## src/rtl/dbg_port.sv

```systemverilog
module dbg_port #(
  parameter int DW = 32
) (
  input  logic          i_clk,
  input  logic          i_reset,
  input  logic          i_stb,
  input  logic          i_we,
  input  logic          i_addr,
  input  logic [DW-1:0] i_wdata,
  output logic          o_stall,
  output logic          o_ack,
  output logic [DW-1:0] o_rdata,
  output logic          o_halt_req,
  input  logic          i_halted,
  output logic          o_cpu_reset,
  output logic          o_step,
  output logic          o_halt_irq,
  input  logic          i_brk_en,
  input  logic          i_gie,
  input  logic          i_sleep,
  output logic [4:0]    o_rf_raddr,
  input  logic [DW-1:0] i_rf_rdata,
  input  logic          i_alu_we,
  input  logic [4:0]    i_alu_waddr,
  input  logic [DW-1:0] i_alu_wdata,
  output logic          o_rf_we,
  output logic [4:0]    o_rf_waddr,
  output logic [DW-1:0] o_rf_wdata
);
  localparam int SELW   = 6;
  localparam int AW     = SELW - 1;
  localparam int HALT_B = 8;
  localparam int HLTD_B = 9;
  localparam int RST_B  = 10;
  localparam int STEP_B = 11;
  localparam int BRK_B  = 12;
  localparam int GIE_B  = 13;
  localparam int SLP_B  = 14;

  logic [SELW-1:0] sel;
  logic            halt_q, halted_q, wr_pend;
  logic [AW-1:0]   wr_reg;
  logic [DW-1:0]   wr_val, status;
  logic            take;

  assign o_stall    = i_stb & i_addr & wr_pend;
  assign take       = i_stb & ~o_stall;
  assign o_halt_req = halt_q;
  assign o_rf_raddr = sel[AW-1:0];

  assign o_rf_we    = wr_pend | i_alu_we;
  assign o_rf_waddr = wr_pend ? wr_reg : i_alu_waddr;
  assign o_rf_wdata = wr_pend ? wr_val : i_alu_wdata;

  always_comb begin
    status         = '0;
    status[SELW-1:0] = sel;
    status[HALT_B] = halt_q;
    status[HLTD_B] = i_halted;
    status[BRK_B]  = i_brk_en;
    status[GIE_B]  = i_gie;
    status[SLP_B]  = i_sleep;
  end

  always_ff @(posedge i_clk) begin
    if (i_reset) begin
      sel         <= '0;
      halt_q      <= 1'b0;
      halted_q    <= 1'b0;
      wr_pend     <= 1'b0;
      wr_reg      <= '0;
      wr_val      <= '0;
      o_ack       <= 1'b0;
      o_rdata     <= '0;
      o_cpu_reset <= 1'b0;
      o_step      <= 1'b0;
      o_halt_irq  <= 1'b0;
    end else begin
      o_ack       <= take;
      o_cpu_reset <= 1'b0;
      o_step      <= 1'b0;
      wr_pend     <= 1'b0;
      halted_q    <= i_halted;
      o_halt_irq  <= i_halted & ~halted_q;
      if (take) begin
        if (!i_addr) begin
          o_rdata <= status;
          if (i_we) begin
            sel         <= i_wdata[SELW-1:0];
            halt_q      <= i_wdata[HALT_B];
            o_cpu_reset <= i_wdata[RST_B];
            o_step      <= i_wdata[STEP_B];
          end
        end else begin
          o_rdata <= sel[SELW-1] ? '0 : i_rf_rdata;
          if (i_we && i_halted && !sel[SELW-1]) begin
            wr_pend <= 1'b1;
            wr_reg  <= sel[AW-1:0];
            wr_val  <= i_wdata;
          end
        end
      end
    end
  end


  ack_after_stb_chk: assert property (@(posedge i_clk) disable iff (i_reset)
    (i_stb && !o_stall) |=> o_ack);


  no_spurious_ack_chk: assert property (@(posedge i_clk) disable iff (i_reset)
    !(i_stb && !o_stall) |=> !o_ack);


  dbg_wb_latency_chk: assert property (@(posedge i_clk) disable iff (i_reset)
    (i_stb && !o_stall && i_we && i_addr && i_halted && !sel[SELW-1]) |=>
      (o_rf_we && o_rf_waddr == $past(o_rf_raddr) && o_rf_wdata == $past(i_wdata)));


  run_write_drop_chk: assert property (@(posedge i_clk) disable iff (i_reset)
    (i_stb && !o_stall && i_we && i_addr && !i_halted) |=>
      (o_rf_we == i_alu_we && o_rf_waddr == i_alu_waddr));


  run_no_stall_chk: assert property (@(posedge i_clk) disable iff (i_reset)
    (!i_halted && !$past(i_halted)) |-> !o_stall);


  halt_irq_pulse_chk: assert property (@(posedge i_clk) disable iff (i_reset)
    o_halt_irq |=> !o_halt_irq);


  halt_irq_cause_chk: assert property (@(posedge i_clk) disable iff (i_reset)
    $rose(o_halt_irq) |-> $past(i_halted));


  reset_pulse_chk: assert property (@(posedge i_clk) disable iff (i_reset)
    o_cpu_reset |=> !o_cpu_reset);
endmodule

```

## config.mk

```make
export PLATFORM = sky130hd
export DESIGN_NAME = dbg_port
export DESIGN_NICKNAME = d
export VERILOG_FILES = /design/src/rtl/dbg_port.sv
export SDC_FILE = /design/constraint.sdc
export NUM_CORES = 1
export LEC_CHECK = 0
export ABC_AREA = 1
export BUFFER_PORTS_ARGS = -buffer_cell sky130_fd_sc_hd__clkbuf_2
export CAP_MARGIN = 20
export CORE_MARGIN = 5
export CORE_UTILIZATION = 42
export CTS_BUF_LIST = sky130_fd_sc_hd__clkbuf_16
export CTS_CLUSTER_DIAMETER = 30
export CTS_CLUSTER_SIZE = 8
export DETAILED_ROUTE_END_ITERATION = 10
export PLACE_DENSITY = 0.89
export SKIP_CTS_REPAIR_TIMING = 1
export SLEW_MARGIN = 20
export SYNTH_ARGS = -nofsm -noshare
export SYNTH_HDL_FRONTEND = slang
export SYNTH_SLANG_ARGS = --single-unit
```

## constraint.sdc

```tcl
create_clock -name i_clk -period 1.2 [get_ports i_clk]
set_input_delay 0.18 -clock i_clk [delete_from_list [all_inputs] [get_ports i_clk]]
set_output_delay 0.18 -clock i_clk [all_outputs]
set_load 0.005 [all_outputs]
```

==> results of run 1 <==
## area by class of cell
type / instances / area (sq um) / area share
clock buffer: 9 / 225 / 0.0356
clock inverter: 7 / 52.6 / 0.00831
inverter: 53 / 204 / 0.0323
multi-input combinational: 438 / 2280 / 0.361
sequential: 82 / 1650 / 0.260
tap: 111 / 139 / 0.0220
timing repair buffer: 240 / 1770 / 0.280
## metal layers
metal	GRT usage	share of wire	vias to the layer above
met2	0.333	0.49	190
met4	0.0592	0.010	0
met5	0	0	-
met1	0.229	0.40	2039
met3	0.0814	0.10	15
li1	-	-	2311
## path summary, 6_finish.rpt
kind | cells after the start | start | end | slack [ps]
hold reg to reg | 1 | halted_q$_SDFF_PP0_ | o_halt_irq$_SDFF_PP0_ | 410
hold / removal | 2 | i_reset | o_halt_req$_SDFFE_PP0P_ | 70
setup / recovery | 7 | wr_pend$_SDFF_PP0_ | o_rdata[22]$_SDFFE_PP0P_ | -260
setup reg to reg | 7 | wr_pend$_SDFF_PP0_ | o_rdata[22]$_SDFFE_PP0P_ | -260
## cell usage after synthesis, types with 4 or more instances
| cell | instances |
|---|---|
| a21oi_1 | 22 |
| buf_4 | 11 |
| buf_1 | 5 |
| o21ai_0 | 7 |
| nor2_1 | 111 |
| clkbuf_1 | 12 |
| buf_2 | 15 |
| inv_1 | 50 |
| dfxtp_1 | 82 |
| nor3_1 | 4 |
| nand3_1 | 72 |
| nand2_1 | 215 |
## power breakdown
part | switching [mW] | internal [mW] | total [mW]
combinational | 0.671 | 0.625 | 1.30
clock | 1.16 | 1.41 | 2.57
sequential | 0.0645 | 2.84 | 2.90
## stage by stage
stage          hold slack, ps  power (mW)  utilization  setup TNS, ps  instance area, sq um
2_1_floorplan             313        3.44            -              0                  3850
3_3_place_gp              386        3.92        0.556           -100                  5060
3_5_place_dp              397        3.94        0.556           -896                  5060
4_1_cts                  59.1        6.51        0.586         -10960                  5340
5_1_grt                  68.2        7.07        0.694         -24640                  6320
6_report                 66.3        6.77        0.694         -18530                  6320
## kinds of logic after synthesis
kind of cell / count (synthesis) / share of synthesized area
DFF: 82 / 0.426
and+or+nand+nor: 408 / 0.427
buffers and inverters: 96 / 0.109
AOI/OAI and AO/OA: 29 / 0.0377
## placed cells by master (no fill, tap or decap), types with 3 or more instances in the layout
cell	n
a21oi_1	6
a21oi_2	16
buf_12	14
buf_2	3
buf_4	10
buf_6	9
buf_8	4
clkbuf_16	21
clkbuf_2	188
clkinvlp_4	4
dfxtp_1	81
inv_1	50
inv_6	3
nand2_1	184
nand2_2	28
nand2_8	3
nand3_1	40
nand3_2	25
nand3_4	7
nor2_1	95
nor2_2	10
nor2_4	9
nor3_1	4
o21ai_0	7
==> impl_metrics.yaml, run 1 <==
outcome:
  status: "finished with violations"
  violations: "setup timing"
min_path:
  hold_path_class: "in2reg"
global_routing:
  grt-ovfl-total: 0
  antenna_found_initial: 0
  grt_first_pass_wirelength_um: 18000
  grtUsageTotal: 0.198
  grt_max_degree: 39
  grt_pass1_vias: 3887
setup_path:
  critical-path-top-delay-family: "buffers and inverters"
  crit_chain: "clkbuf_16, buf_12, nor2_4, buf_6, buf_6, nand3_1, a21oi_1"
  path_class: "reg2reg"
  slowest_delay_ps: 390
  crit_path_end_kind: "flop"
  crit_slowest_cell: "dfxtp_4"
  crit_top_cell: "buf_6"
  crit_required_ps: 1450
  cp_max_fo: 5
  path_buf_inv: 4
  cp.arrival_ps: 1710
  cp-start-kind: "flop"
timing:
  rsz0062_at_grt: "true"
  slew_viol_final: 0
  max_slew_margin: 0.754
  clock_skew_ps: 4.65
  max_freq_mhz: 684
  hold_viol_final: 0
  setup_viol: 109
  period_minus_slack_ps: 1460
  layout_setup_ws_ps: -261
  fin_crit_sh: 1.22
  tightest_slew_ps: 366
cts:
  cts-htree-levels: 3
  clk_pin_slew_ps: 60
  cts_sinks: 82
  clock_path_buffers: 2
  clockRootBuffer: "clkbuf_16"
  numCtsBuffers: 9
  cts_tree: "done"
  insertion_delay_ps: 330
final_layout:
  diodes: 0
  layout-drive-gt1-share: 0.435
  area_growth_syn_to_layout_pct: 64.0
  top_regs: "o_rdata (32), wr_val (32), sel (6)"
  finalNetCount: 935
  fillers: 757
  fin_cells: 940
synthesis:
  synthCells: 615
  synth_cell_types: 19
  ys_ff_latch: 82
  syn_area_per_cell_sq_um: 6.27
  synth_fp_nets: 726
  yosysTopAreaCellShare: 0.426
  synth.cell_area_sq_um: 3850
  yosys_most_used_dff: "dfxtp_1"
  yosysWarnings: 0
  synth_area_leaders: "dfxtp_1 43%, nand2_1 21%, nor2_1 11%"
  synth-async-reset-ratio: 0
  synth-seq-area-share: 0.426
  synth-edff-count: 0
  synth_area_leader_cell: "dfxtp_1"
detailed_routing:
  drc: 0
  drt-vias-per-instance: 4.85
  drtIter0Drc: 239
  num_vias: 4555
  first_pass_iters: 4
  ant_nets: 0
  wl_per_cell_um: 14.8
  wl_um: 13900
power:
  p_per_area_nw_per_um2: 1070
  leakage_nw: 3.18
  irDropWorstVdd_v: 0.000701
floorplan:
  core_sq_um: 9110
  die_h_um: 106
  die_w_um: 106
  io_pins: 192
  fp-row-count: 35
  initial_utilization: 0.423
  die_area_sq_um: 11200
placed_design:
  placed_cells: 899
  routabilityCongestion: 0.784
  port-buffer-count: 191
  dpl_worst_slack_ps: -47.1
  dp_hpwl_um: 8450
run:
  cap_violations: 0
No activity file was read; power rests on OpenSTA's default activity.
==> inputs of run 2 (changes only) <==
--- a/config.mk
+++ b/config.mk
@@ -5,16 +5,15 @@
 export SDC_FILE = /design/constraint.sdc
 export NUM_CORES = 1
 export LEC_CHECK = 0
-export ABC_AREA = 1
 export BUFFER_PORTS_ARGS = -buffer_cell sky130_fd_sc_hd__clkbuf_2
 export CAP_MARGIN = 20
-export CORE_MARGIN = 5
-export CORE_UTILIZATION = 42
+export CORE_MARGIN = 2
+export CORE_UTILIZATION = 41
 export CTS_BUF_LIST = sky130_fd_sc_hd__clkbuf_16
 export CTS_CLUSTER_DIAMETER = 30
-export CTS_CLUSTER_SIZE = 8
+export CTS_CLUSTER_SIZE = 14
 export DETAILED_ROUTE_END_ITERATION = 10
-export PLACE_DENSITY = 0.89
+export PLACE_DENSITY = 0.88
 export SKIP_CTS_REPAIR_TIMING = 1
 export SLEW_MARGIN = 20
 export SYNTH_ARGS = -nofsm -noshare
==> run 2 against run 1 <==
- the flow still finishes with violations (setup timing)
- worst setup slack worse by 160 ps
- synthesized area down 3.6%
- power down 1.4%
- sequential cell count unchanged
- synthesized cell count down 42%
- largest power group unchanged
==> impl_metrics.yaml, run 2 <==
synthesis:
  synth_cell_types: 22
  synth_fp_nets: 469
  yosysWarnings: 0
  syn_area_per_cell_sq_um: 10.4
  yosysTopAreaCellShare: 0.442
  synth-edff-count: 0
  synth_area_leaders: "dfxtp_1 44%, nand2b_1 12%, mux2i_1 12%"
  synthCells: 358
  synth_area_leader_cell: "dfxtp_1"
  synth.most_common_cell: "dfxtp_1"
  yosys_most_used_dff: "dfxtp_1"
  synth-seq-area-share: 0.442
  synth-async-reset-ratio: 0
  synth.cell_area_sq_um: 3710
  ys_ff_latch: 82
  synth_common_cells: "82 x dfxtp_1, 74 x nand2b_1, 44 x mux2i_1"
power:
  irDropWorstVdd_v: 0.000677
  p_per_area_nw_per_um2: 1160
  leakage_nw: 2.65
floorplan:
  core_sq_um: 8760
  die_w_um: 99.2
  io_pins: 192
  fp-row-count: 34
  initial_utilization: 0.424
  die_h_um: 99.2
  die_area_sq_um: 9840
placed_design:
  dp_hpwl_um: 6930
  port-buffer-count: 191
  placed_area_sq_um: 4820
  routabilityCongestion: 0.767
  dpl_worst_slack_ps: -529
outcome:
  violations: "setup timing"
  status: "finished with violations"
final_layout:
  final_cell_mix: "188 x clkbuf_2, 80 x dfxtp_1, 74 x nand2b_1"
  final_common_cell: "clkbuf_2"
  fillers: 722
  finalNetCount: 676
  diodes: 0
  utilization: 0.657
  layout-drive-gt1-share: 0.540
  top_regs: "o_rdata (32), wr_val (32), sel (6)"
  area_growth_syn_to_layout_pct: 55.1
  design_area_sq_um: 5760
global_routing:
  grt_first_pass_wirelength_um: 14800
  grt-ovfl-total: 0
  grt_pass1_vias: 3231
  grtUsageTotal: 0.184
  antenna_found_initial: 0
  grt_max_degree: 98
cts:
  cts_sinks: 82
  cts-htree-levels: 3
  insertion_delay_ps: 330
  cts_tree: "done"
  clockRootBuffer: "clkbuf_16"
  clock_path_buffers: 2
  numCtsBuffers: 9
  clk_pin_slew_ps: 70
detailed_routing:
  drt-vias-per-instance: 4.99
  drtIter0Drc: 124
  ant_nets: 0
  num_vias: 3380
  drc: 0
  first_pass_iters: 4
  wl_um: 11100
  wl_per_cell_um: 16.4
timing:
  slew_viol_final: 0
  hold_viol_final: 0
  whs_ps: 73.2
  max_slew_margin: 0.680
  period_minus_slack_ps: 1620
  clock_skew_ps: 9.01
  setup_viol: 103
  max_freq_mhz: 617
  rsz0062_at_grt: "true"
  setup_tns_ps: -26380
  fin_crit_sh: 1.35
  tightest_slew_ps: 479
  layout_setup_ws_ps: -420
setup_path:
  path_class: "reg2out"
  cp.arrival_ps: 1440
  crit_path_end_kind: "output port"
  cp_max_fo: 9
  crit_required_ps: 1020
  cp-start-kind: "flop"
run:
  cap_violations: 0
min_path:
  hold_path_class: "in2reg"
[run 2: changes by cell type in the layout (fill, tap and decap cells not counted), sizes merged, moves of 7 or more]
cell,change
mux2i,+44
nand3,-71
nand2,-217
nand2b,+74
inv,-52
o21ai,-7
nor2,-95
a22o,+21
a21oi,-11
a211oi,+11
mux2,+37
nor2b,+15
[run 2: layout make-up]
cell class	count	area, sq um	area share
clock buffer	9	225	0.0391
clock inverter	7	82.6	0.0143
multi-input combinational	242	2100	0.365
sequential	82	1650	0.286
tap	108	135	0.0235
timing repair buffer	230	1570	0.273
[run 2: worst paths after layout]
path / from / end / slack [ps] / cells past startpoint
min reg2reg: halted_q$_SDFF_PP0_ / o_halt_irq$_SDFF_PP0_ / 390 / 1
min: i_rf_rdata[10] / o_rdata[10]$_SDFFE_PP0P_ / 70 / 2
max: wr_pend$_SDFF_PP0_ / o_rf_wdata[22] / -420 / 4
max reg2reg: wr_pend$_SDFF_PP0_ / wr_val[16]$_SDFFE_PP0P_ / -260 / 6
[run 2: cells by family (layout without fill, tap and decap cells)]
family                 Yosys count  count (layout)  synth area share
AOI/OAI and AO/OA               44              44            0.0896
and+or+nand+nor                117             117             0.189
DFF                             82              82             0.442
buffers and inverters           34             246            0.0492
muxes                           81              81             0.231
[run 2: metrics by stage]
step | power [mW] | instances
floorplan | 3.32 | 358
global placement | 3.70 | 640
detailed placement | 3.73 | 640
CTS | 6.56 | 656
global route | 6.93 | 678
finish | 6.67 | 678
[run 2: worst max-delay path, stage by stage, from the launching register on]
cell,delay [ps]
dfxtp_4,380
buf_12,150
buf_12,150
mux2_2,330
clkbuf_2,110
[run 2: metal layers]
| metal | share of wire | global-route usage |
|---|---|---|
| met5 | 0 | 0 |
| met4 | 0.014 | 0.0674 |
| met2 | 0.50 | 0.335 |
| met1 | 0.44 | 0.218 |
| met3 | 0.044 | 0.0253 |
[run 2: power by group]
group / total (mW) / internal, mW / switching (mW) / leakage, nW
clock network: 2.83 / 1.65 / 1.18 / 0.145
registers: 2.87 / 2.81 / 0.0606 / 0.669
logic: 0.972 / 0.580 / 0.392 / 1.83
total: 6.67 / 5.04 / 1.63 / 2.65
